[src/rtl/lut_dac_sel.sv]
module lut_dac_sel #(
  parameter int AW = 9,
  parameter int DW = 8,
  parameter int RW = 6,
  parameter logic [AW-1:0] BASE1 = 9'h090,
  parameter logic [AW-1:0] BASE2 = 9'h0D0
) (
  input  logic          clk,
  input  logic          rst_n,
  input  logic [RW-1:0] adc_code,
  input  logic [DW-1:0] ctrl0,
  input  logic [DW-1:0] ctrl1,
  input  logic [DW-1:0] ctrl2,
  input  logic [DW-1:0] ctrl3,
  input  logic [DW-1:0] ctrl4,
  input  logic [DW-1:0] ctrl5,
  input  logic          wr_en,
  input  logic [AW-1:0] wr_addr,
  output logic          mem_rd_en,
  output logic [AW-1:0] mem_rd_addr,
  input  logic [DW-1:0] mem_rd_data,
  output logic [DW-1:0] dac1_code,
  output logic [DW-1:0] dac2_code,
  output logic          dir1,
  output logic          dir2,
  output logic [1:0]    fs1,
  output logic [1:0]    fs2
);

  logic [1:0][RW-1:0] row, row_q;
  logic [1:0][AW-1:0] addr;
  logic [1:0][DW-1:0] tbl, dac, dctl;
  logic [1:0]         pend, drow, ddac, hit, chg, ret;
  logic               gsel, infl, infl_ch;

  assign drow   = {ctrl5[6], ctrl5[4]};
  assign ddac   = {ctrl5[7], ctrl5[5]};
  assign dctl   = {ctrl4, ctrl3};
  assign row[0] = drow[0] ? ctrl1[RW-1:0] : adc_code;
  assign row[1] = drow[1] ? ctrl2[RW-1:0] : adc_code;
  assign addr[0] = BASE1 + AW'(row[0]);
  assign addr[1] = BASE2 + AW'(row[1]);

  always_comb begin
    for (int i = 0; i < 2; i++) begin
      hit[i] = wr_en && (wr_addr == addr[i]);
      chg[i] = row[i] != row_q[i];
      ret[i] = infl && (infl_ch == 1'(i));
    end
  end

  assign gsel        = ~pend[0];
  assign mem_rd_en   = |pend;
  assign mem_rd_addr = addr[gsel];

  always_ff @(posedge clk or negedge rst_n) begin
    if (!rst_n) begin
      pend    <= 2'b11;
      row_q   <= '0;
      infl    <= 1'b0;
      infl_ch <= 1'b0;
      tbl     <= '0;
      dac     <= '0;
    end else begin
      infl    <= mem_rd_en;
      infl_ch <= gsel;
      for (int i = 0; i < 2; i++) begin
        row_q[i] <= row[i];
        pend[i]  <= (pend[i] && !(mem_rd_en && gsel == 1'(i))) || chg[i] || hit[i];
        if (ret[i]) tbl[i] <= mem_rd_data;
        dac[i] <= ddac[i] ? dctl[i] : (ret[i] ? mem_rd_data : tbl[i]);
      end
    end
  end

  assign dac1_code = dac[0];
  assign dac2_code = dac[1];
  assign dir1 = ctrl0[5];
  assign dir2 = ctrl0[6];
  assign fs1  = ctrl5[1:0];
  assign fs2  = ctrl5[3:2];

endmodule

[config.mk]
export PLATFORM = sky130hd
export DESIGN_NAME = lut_dac_sel
export DESIGN_NICKNAME = d
export VERILOG_FILES = /design/src/rtl/lut_dac_sel.sv
export SDC_FILE = /design/constraint.sdc
export NUM_CORES = 1
export LEC_CHECK = 0
export ABC_AREA = 0
export BUFFER_PORTS_ARGS = -buffer_cell sky130_fd_sc_hd__buf_2
export CAP_MARGIN = 0
export CORE_MARGIN = 4
export CORE_UTILIZATION = 52
export CTS_BUF_LIST = sky130_fd_sc_hd__clkbuf_4
export CTS_CLUSTER_SIZE = 20
export DETAILED_ROUTE_END_ITERATION = 8
export PLACE_DENSITY = 0.91
export SETUP_SLACK_MARGIN = 0.4
export SLEW_MARGIN = 10
export SYNTH_ARGS = -nofsm -noshare
export SYNTH_HDL_FRONTEND = slang
export SYNTH_SLANG_ARGS = --single-unit
[constraint.sdc]
create_clock -name clk -period 3.22 [get_ports clk]
set_input_delay 0.483 -clock clk [delete_from_list [all_inputs] [get_ports clk]]
set_output_delay 0.483 -clock clk [all_outputs]
set_load 0.01 [all_outputs]
**Yosys cells after proc, flatten, opt, wreduce, memory -nomap -nowiden**

Cells that the tools add are included.

- Register bits: 48
- Output and inout port bits: 32
- Logic and storage cells: 41

- Add/subtract/negate cells: 2
- $lt $le $gt $ge: 1
- Eq/ne operators: 4
- Muxes and demuxes: 8
- Bitwise operators: 2
- Reductions and logical operators: 15

Operators with widths:

| kind | number |
|---|---|
| 8-bit 2-to-1 mux | 4 |
| 8-bit by 6-bit adder with 9-bit output, first input constant | 2 |
| 9-bit == test | 2 |
| 9-bit 2-to-1 mux | 2 |
| 6-bit 2-to-1 mux | 2 |
| 6-bit != test | 2 |
| 1-bit logical AND | 8 |
| 1-bit logical OR | 4 |
| 1-bit logical NOT | 2 |
| 1-bit by 2-bit < comparator with 1-bit output, second input constant | 1 |
| 1-bit inverter | 2 |
| 2-bit OR reduction | 1 |

**Longest topological paths before layout**

Gate-level depths: netlist of run 1.

- Depth in word-level cells: 6
- Gate-level depth with buffers: 9

**Worst setup path after synthesis of run 1**

Ideal clock, no wire load.

- Kind: input to output
- Start point: input ctrl5[6]
- End point: output mem_rd_addr[6]
- Arrival time: 1659 ps
- Required time: 2737 ps
- Setup slack: 1078 ps
- Cell stages on the path: 7
- Cell sequence: buf_6 mux2i_1 inv_1 ha_1 nor2b_1 inv_1 o21a_1

RTL lines:

| element | line | source |
|---|---|---|
| from (decl) | 16 | `input logic [DW-1:0] ctrl5,` |
| to (decl) | 20 | `output logic [AW-1:0] mem_rd_addr,` |

==> impl_results.md, run 1 <==
* Setup Skew at 0.008515 ns
* Synthesized area per cell at 13.43 µm²
* Wire length on met3 at 457 µm
* Number of synthesized flops with an enable pin at 0
* Row count at 23
* PostCTS Resize Cnt at 0
* Initial antenna violation count at 0
* Leading cell type in the layout, fill and taps excluded: buf_2
* Drt pass-1 iters at 4
* Met2 WL post-DR at 2.236 mm
* Worst Path Arrival at 1.96 ns
* Clock buffer depth at 2
* Post-CTS Setup Inserts at 0
* Status: complete, no violations
* TritonCTS clock tree: built
* Area grow syn2layout at 20.35%
* Final setup violation count at 0
* Final instance area at 2715 µm²
* Synthesized cell area at 2256 µm²
* Vias in the first global route at 1599
* Synth Register Bits at 48
* Max Cap Violations at 0
* CP required at 2.74 ns
* Pwr dens at 495.3 nW/µm²
* TritonCTS buffer count at 5
* Top routing layer in use: met4
* Met1 Routed Length at 1.742 mm
* Final ANT Viol Nets at 0
* Initial Util at 55.21%
* Mapped Nets at 244
* Die X at 73.87 µm
* Synthesis Warnings at 0
* GRT Total Usage at 17.54%
* Root Buffer: clkbuf_4
* Synthesized instance count at 168
* Die H at 73.87 µm
* Vias at 1497
* Wirelength per Cell at 14.95 µm
* Final global-route overflow total at 0
* Hold Path Class: in -> async
* Num ports at 106
* Commonest cells after routing, fill and taps aside: 83 x buf_2, 46 x dfrtp_1, 38 x mux2_2, 19 x xnor2_1, 8 x inv_1
* PortBufs at 83
* Total negative setup slack at 0 ns
* Fmax at 0.4087 GHz
* Hold Fails Final Rpt at 0
* Worst vdd ir at 188.0 µV
* Worst skew pair latency at 0.34 ns
* Final cell count without fillers at 298
* Crit Path Category: in -> out
* Leak at 1.273 nW
* Layout cells sized above 1 at 54.44%
* Post-placement cell area at 2659 µm²
* Drt initial violations at 53
* Slew Limit Fails at 0
* First-pass GRT wire length at 7.176 mm
* Most used cell, CP: buf_2
* Remaining DRCs at 0
* Post-placement cell count at 290
* Die area at 5456 µm²
* CTS clk-pin slew, worst paths at 0.14 ns
* H-tree depth at 2
* Kind of start point of the critical path: input port
* Final Cycle Share at 75.98%
* CP Capture Type: primary output
* Antenna diodes at 0
* Worst-Margin Slew at 1.043 ns
* Post-synthesis sequential area ratio at 53.36%
* Gpl congestion at 0.7993
* Pin count of the biggest net entering global routing at 49
* CTS sink cnt at 48
* Final worst path period need at 2.447 ns
* Synth async-reset ratio at 100.0%
* Main synth FF type: dfrtp_1
* Unique masters post-synth at 30
* Final WL at 4.454 mm
* Max_slew headroom at 30.45%
* Crit-path cells: buf_2 -> mux2i_1 -> inv_1 -> ha_1 -> mux2_2 -> buf_2
* Largest fanout on the critical path at 6
* RSZ-0062 raised after global routing: no
* HPWL Detailed at 3.519 mm
* Hold Buf Count CTS at 0
* Total Nets Final at 323
* Total core area at 4086 µm²
* Via density at 5.023
* Critical-path top delay cell: mux2i_1
* Max incr delay on CP at 0.42 ns
-- cells in the mapped netlist (all sizes together) (2+ instances only) --
cell type  instances  area (µm²)
buf               10       75.07
xor2               6       60.06
nand4              4       25.02
mux2i              6       60.06
xnor2             19       166.4
mux2              39       442.9
nor4               2       12.51
ha                 2       25.02
inv                8       30.03
nor2b              2       12.51
nand2              2       7.510
dfrtp             46        1151
clkbuf             2       7.510
a21oi              4       20.02
dfstp              2       52.55
nor2               4       15.01
-- final timing paths --
path	start	to	slack [ns]	depth (start not counted)
setup / recovery	ctrl5[6]	mem_rd_addr[5]	0.77	6
hold / removal	rst_n	tbl[12]	0.30	1
setup reg to reg	infl	dac1_code[2]	1.71	3
hold reg to reg	tbl[10]	tbl[10]	0.51	1
max in group asynchronous	rst_n	tbl[3]	2.27	1
min in group clk	ctrl3[5]	dac1_code[5]	0.35	2
-- per-stage QoR --
step                      hold WS (ns)  power (mW)  setup slack (ns)  util [%]
after floorplan                 0.1874      0.9693             1.078         -
after global placement          0.4752       1.080            0.8005     65.06
after detailed placement        0.4789       1.098            0.7662     65.06
after CTS                       0.3264       1.364            0.7531     66.44
after global routing            0.3136       1.439            0.6494     66.44
final                           0.3037       1.345            0.7735     66.44
-- final cells by class --
| class | instances | area, µm² |
|---|---|---|
| Fill cell | 325 | 1371 |
| Sequential cell | 48 | 1204 |
| Multi-Input combinational cell | 100 | 939.7 |
| Timing Repair Buffer | 84 | 422.9 |
| Tap cell | 50 | 62.56 |
| Clock buffer | 5 | 37.54 |
| Inverter | 8 | 30.03 |
| Clock inverter | 3 | 18.77 |
-- state kept, by name, summed over array words and instances (netlist names) --
name / cells
tbl: 16
row_q: 12
dac1_code: 8
dac2_code: 8
pend: 2
infl: 1
infl_ch: 1
-- routing by layer --
layer,GRT usage (%),up-vias
met5,0,-
met4,4.225,0
met3,6.019,2
met2,31.00,76
met1,20.26,692
li1,-,727
-- worst max-delay path, delay by kind of cell --
family / cells / cell delay (ns)
muxes: 2 / 0.68
buffers and inverters: 3 / 0.46
adders and majority gates: 1 / 0.34
-- kinds of logic after synthesis --
logic type | synth area share [%]
DFF | 53.36
xor gates and xnor gates | 10.04
AOI/OAI and AO/OA | 3.384
and+or+nand+nor | 4.825
muxes | 22.30
adders and majority gates | 1.109
buffers and inverters | 4.992
-- where the power goes --
part | internal, mW | switching [mW]
Clock | 0.0826 | 0.186
Combinational | 0.181 | 0.156
Sequential | 0.709 | 0.0300
Note: power is estimated with default switching activity, not from simulation.
==> run 2, diff against run 1 <==
CORE_UTILIZATION = 48   (was 52)
PLACE_DENSITY = 0.85   (was 0.91)
clock period = 2.4 ns   (was 3.22 ns; I/O delays follow)
==> impl_results.md, run 2 (synthesis gave the netlist of run 1 again) <==
* Status: complete, no violations
* Fmax at 0.5096 GHz
* Final worst path period need at 1.962 ns
* Wirelength per Cell at 14.85 µm (-0.66%)
* Total negative setup slack at 0 ns (unchanged)
* Most flops, register: tbl
* Clock buffer depth at 2 (unchanged)
* Pin count of the biggest net entering global routing at 49 (unchanged)
* RSZ-0062 raised after global routing: no
* Critical-path top delay cell: mux2_2
* Hold Fails Final Rpt at 0 (unchanged)
* Final setup violation count at 0 (unchanged)
* Worst Hold Endpoint: dac1_code[6]
* Crit-path leading delay family: multiplexers
* Gpl congestion at 0.7736 (-3.2%)
* Num ports at 106 (unchanged)
* CTS sink cnt at 48 (unchanged)
* Kind of start point of the critical path: input port
* Crit-path cells: buf_4 -> mux2_2 -> ha_1 -> mux2_2 -> buf_2
* Tot Pwr at 2.018 mW (+50%)
* First-pass GRT wire length at 7.348 mm (+2.4%)
* CTS clk-pin slew, worst paths at 0.13 ns (about the same)
* Flop-to-flop setup slack at 0.90 ns (-0.81 ns)
* Max FFs per register at 16 (unchanged)
* H-tree depth at 2 (unchanged)
* Drt pass-1 iters at 3 (-1)
* Total core area at 4444 µm² (+8.8%)
* Hold path start: ctrl3[6]
* Final WL at 4.499 mm (+1.0%)
* Most used cell, CP: mux2_2
* Register-to-Register Path Depth at 3 (unchanged)
* Die H at 76.56 µm (+3.6%)
* Largest regs: tbl x16, row_q x12
* Worst-Margin Slew at 0.4574 ns (-0.5858 ns)
* Reg2Reg Launch Point: infl_ch
* Largest fanout on the critical path at 6 (unchanged)
* GRT Total Usage at 15.90% (-1.6 points)
* Area grow syn2layout at 26.12%
* Max incr delay on CP at 0.38 ns (-0.04 ns)
* Remaining DRCs at 0 (unchanged)
* Drt initial violations at 50 (-5.7%)
* Filler cells at 337 (+3.7%)
* Total Nets Final at 327 (+1.2%)
* Max_slew headroom at 68.64% (+38 points)
* Hold Path Class: in -> reg
* Worst vdd ir at 355.7 µV (+89%)
* R2r endpoint: dac1_code[3]
* Vias at 1543 (+3.1%)
* Root Buffer: clkbuf_4
* Max Cap Violations at 0 (unchanged)
* Via density at 5.092 (+1.4%)
* CP bufs+invs at 2 (-1)
* Hold path depth at 2
* Pwr dens at 709.2 nW/µm² (+43%)
* Leading cell type in the layout, fill and taps excluded: buf_2
* PortBufs at 83 (unchanged)
* Final global-route overflow total at 0 (unchanged)
* CP required at 2.04 ns (-0.70 ns)
* Initial Util at 50.76% (-4.4 points)
* HPWL Detailed at 3.517 mm (about the same)
* Antenna diodes at 0 (unchanged)
* Vias in the first global route at 1615 (+1.0%)
* Crit Path Category: in -> out
* Row count at 24 (+4.3%)
* Leak at 1.326 nW (+4.1%)
* Layout cells sized above 1 at 56.18% (+1.7 points)
* Worst skew pair latency at 0.35 ns (about the same)
* Worst Path Arrival at 1.60 ns (-0.36 ns)
* TritonCTS buffer count at 5 (unchanged)
* Initial antenna violation count at 0 (unchanged)
* Final Cycle Share at 81.76%
* Die area at 5861 µm² (+7.4%)
* Commonest cells after routing, fill and taps aside: 81 x buf_2, 46 x dfrtp_1, 37 x mux2_2, 19 x xnor2_1, 8 x inv_1
* Setup Skew at 0.007006 ns (-0.001509 ns)
* Slew Limit Fails at 0 (unchanged)
* Die X at 76.56 µm (+3.6%)
* CP Capture Type: primary output
* Final ANT Viol Nets at 0 (unchanged)
* TritonCTS clock tree: built
## run 2: cell type report
type / count / area (µm²) / share of cell area [%]
clock inverter: 2 / 60.06 / 2.111
inverter: 8 / 30.03 / 1.055
clock buffer: 5 / 37.54 / 1.319
sequential: 48 / 1207 / 42.44
multi-input combinational: 100 / 972.2 / 34.17
timing repair buffer: 88 / 473.0 / 16.62
tap: 52 / 65.06 / 2.287
## run 2: what timing repair did
| item | 4_1_cts | 5_1_grt |
|---|---|---|
| endpoints found under the hold margin | 46 | 0 |
| gates resized for setup | 3 | 5 |
| buffers inserted | 0 | 1 |
| endpoints found under the setup margin | 1 | 1 |
| hold buffers | 1 | 0 |
## run 2: worst max-delay path by stage
stage             start  cells past startpoint              to
2_1_floorplan  ctrl5[6]                      7  mem_rd_addr[6]
3_3_place_gp   ctrl5[4]                      8         pend[0]
3_5_place_dp   ctrl5[4]                      8         pend[0]
4_1_cts         pend[0]                      2  mem_rd_addr[5]
5_1_grt        ctrl5[4]                      6  mem_rd_addr[5]
6_report       ctrl5[4]                      5  mem_rd_addr[5]
## run 2: power by group
part,switching (mW),internal [mW],leakage [nW],total (mW)
Sequential,0.0388,0.952,0.556,0.990
Clock,0.237,0.319,0.0513,0.556
Combinational,0.215,0.256,0.718,0.472
Total,0.491,1.53,1.33,2.02
## run 2: through the flow
stage               cells  util [%]  hold WS (ns)  area, µm²  worst slack [ns]
floorplan             168         -       0.06441       2256            0.5042
global placement      294     60.50        0.3629       2689            0.3663
detailed placement    294     60.50        0.3615       2689            0.3019
CTS                   302     63.12        0.2043       2805            0.4082
global route          303     64.02        0.1889       2845            0.3978
finish                303     64.02        0.2323       2845            0.4377
## run 2: metal layers
layer | global-route usage, % | vias to the layer above | share of wire [%]
li1 | - | 734 | -
met1 | 17.34 | 728 | 39
met2 | 28.73 | 75 | 51
met3 | 5.319 | 6 | 8.7
met4 | 5.435 | 0 | 1.2
met5 | 0 | - | 0
## run 2: worst register-to-register path, delay by kind of cell (launching register included)
family | cells | cell delay [ns]
and+or+nand+nor | 1 | 0.37
muxes | 2 | 0.66
DFF | 1 | 0.36
==> run 3, diff against run 2 <==
CORE_UTILIZATION = 43   (was 48)
PLACE_DENSITY = 0.81   (was 0.85)
clock period = 1.8 ns   (was 2.4 ns; I/O delays follow)
==> impl_results.md, run 3 (synthesis gave the netlist of run 1 again) <==
* PortBufs at 83 (unchanged)
* Register-to-Register Path Depth at 4 (+1)
* CTS clk-pin slew, worst paths at 0.14 ns (about the same)
* Vias at 1608 (+4.2%)
* Largest fanout on the critical path at 7 (+1)
* Worst skew pair latency at 0.36 ns (about the same)
* Final worst path period need at 1.758 ns
* TritonCTS buffer count at 5 (unchanged)
* FF+latch area at 1207 µm² (unchanged)
* Die area at 6469 µm² (+10%)
* Initial Util at 44.17% (-6.6 points)
* Final WL at 4.846 mm (+7.7%)
* Initial antenna violation count at 0 (unchanged)
* Critical-path top delay cell: dfstp_4
* GRT Total Usage at 15.67% (-0.23 points)
* Commonest cells after routing, fill and taps aside: 78 x buf_2, 46 x dfrtp_1, 20 x mux2_4, 19 x mux2_2, 19 x xnor2_1
* Status: complete, no violations
* Antenna diodes at 0 (unchanged)
* Largest regs: tbl x16, row_q x12
* Vias in the first global route at 1639 (+1.5%)
* Total Nets Final at 339 (+3.7%)
* Leak at 1.467 nW (+11%)
* Hold Path Class: in -> reg
* Final global-route overflow total at 0 (unchanged)
* Final Cycle Share at 97.65%
* Setup Skew at 0.01506 ns (+0.008055 ns)
* Share of power burned in registers at 50.0% (+0.9 points)
* Leading cell type in the layout, fill and taps excluded: buf_2
* Pin count of the biggest net entering global routing at 29 (-41%)
* Most flops, register: tbl
* Total core area at 5107 µm² (+15%)
* Drt initial violations at 19 (-62%)
* TritonCTS clock tree: built
* Crit Path Category: reg -> out
* Switch share at 26.29% (+2.0 points)
* Slew Limit Fails at 0 (unchanged)
* Combinational share of power at 26.4% (+3.0 points)
* First-pass GRT wire length at 7.652 mm (+4.1%)
* Row count at 26 (+8.3%)
* Final setup violation count at 0 (unchanged)
* Crit path setup slack, layout at 0.04225 ns (-0.3955 ns)
* Wirelength per Cell at 14.51 µm (-2.3%)
* Crit-path cells: mux2_4 -> buf_6
* CP bufs+invs at 1 (-1)
* Die H at 80.43 µm (+5.1%)
* Remaining DRCs at 0 (unchanged)
* Gpl congestion at 0.6992 (-9.6%)
* HPWL Detailed at 3.708 mm (+5.4%)
* Final ANT Viol Nets at 0 (unchanged)
* Crit. path cell count at 2 (-3)
* Kind of start point of the critical path: register
* Filler cells at 417 (+24%)
* CP required at 1.53 ns (-0.51 ns)
* Post-placement cell area at 2836 µm² (+5.5%)
* Max_slew headroom at 67.94% (-0.69 points)
* CTS sink cnt at 48 (unchanged)
* Max FFs per register at 16 (unchanged)
* Hold Fails Final Rpt at 0 (unchanged)
* Num ports at 106 (unchanged)
* Clock power share at 23.6% (-3.9 points)
* Final instance area at 3122 µm² (+9.7%)
* Worst slack, placed at 0.02719 ns (-0.2747 ns)
* RSZ-0062 raised after global routing: yes
* Hold path depth at 2 (unchanged)
* CP Capture Type: primary output
* Hold slack at 0.1287 ns (-0.1036 ns)
* Net Sw Power at 0.6952 mW (+42%)
* Max Cap Violations at 0 (unchanged)
* Pwr dens at 847.1 nW/µm² (+19%)
* Area grow syn2layout at 38.38%
* Drt pass-1 iters at 4 (+1)
* Root Buffer: clkbuf_4
* Max incr delay on CP at 0.70 ns (+0.32 ns)
* Clock buffer depth at 2 (unchanged)
* Area of the multi-input gates at 1107 µm² (+14%)
* Worst-Margin Slew at 0.4809 ns (+0.02348 ns)
* Fmax at 0.5689 GHz
* Final cell count without fillers at 334 (+10%)
* Die X at 80.43 µm (+5.1%)
* Post-placement cell count at 319 (+8.5%)
* Worst vdd ir at 421.1 µV (+18%)
* Int Power at 1.949 mW (+28%)
* Layout cells sized above 1 at 62.12% (+5.9 points)
* Via density at 4.814 (-5.5%)
* H-tree depth at 2 (unchanged)
* Crit-path leading delay family: flip-flops
* Worst Path Arrival at 1.49 ns (-0.11 ns)
==> run 3: cell count changes in the layout (fill, tap and decap cells not counted), sizes merged <==
cell    change
buf        +11
clkinv      +2
bufinv      -1
clkbuf      +1
==> run 3: final cells by class <==
| class | instances | share of cell area (%) |
|---|---|---|
| timing repair buffer | 100 | 19.52 |
| tap | 70 | 2.806 |
| multi-input combinational | 100 | 35.47 |
| clock buffer | 5 | 1.202 |
| clock inverter | 3 | 1.363 |
| inverter | 8 | 0.9619 |
| sequential | 48 | 38.68 |
==> run 3: per-stage QoR <==
| stage | TNS [ns] | total power [mW] | utilization (%) |
|---|---|---|---|
| 2_1_floorplan | 0 | 1.760 | - |
| 3_3_place_gp | 0 | 1.981 | 55.54 |
| 3_5_place_dp | 0 | 2.011 | 55.54 |
| 4_1_cts | 0 | 2.650 | 58.77 |
| 5_1_grt | -0.1410 | 2.804 | 61.12 |
| 6_report | 0 | 2.644 | 61.12 |
==> run 3: timing repair <==
action,4_1_cts,5_1_grt
cloned,0,0
setup endpoints to repair,18,24
hold endpoints to repair,19,0
pin swaps,3,2
buffers inserted,4,2
gates resized for setup,11,25
hold buffers,1,0
==> run 3: power by group through the flow <==
stage                     sequential [mW]  clock, mW  combinational (mW)
final                                1.32      0.625               0.698
after detailed placement             1.35          0               0.664
after floorplan                      1.37          0               0.386
after global placement               1.33          0               0.646
after global routing                 1.34      0.694               0.773
after CTS                            1.32      0.645               0.683
==> run 3: final timing paths <==
path                                        to  slack [ns]     start
max in group asynchronous              pend[1]        0.83     rst_n
worst min register to register          tbl[9]        0.51    tbl[9]
min in group asynchronous         dac2_code[3]        0.39     rst_n
worst max register to register    dac1_code[2]        0.39   infl_ch
worst max-delay path            mem_rd_addr[5]        0.04   pend[0]
worst min-delay path              dac2_code[5]        0.13  ctrl4[5]
==> run 3: metal layers <==
metal	wire length, µm	vias up	track usage, %
li1	-	754	-
met1	1989	771	19.41
met2	2341	75	26.16
met3	456	8	4.821
met4	59	0	4.730
met5	0	-	0
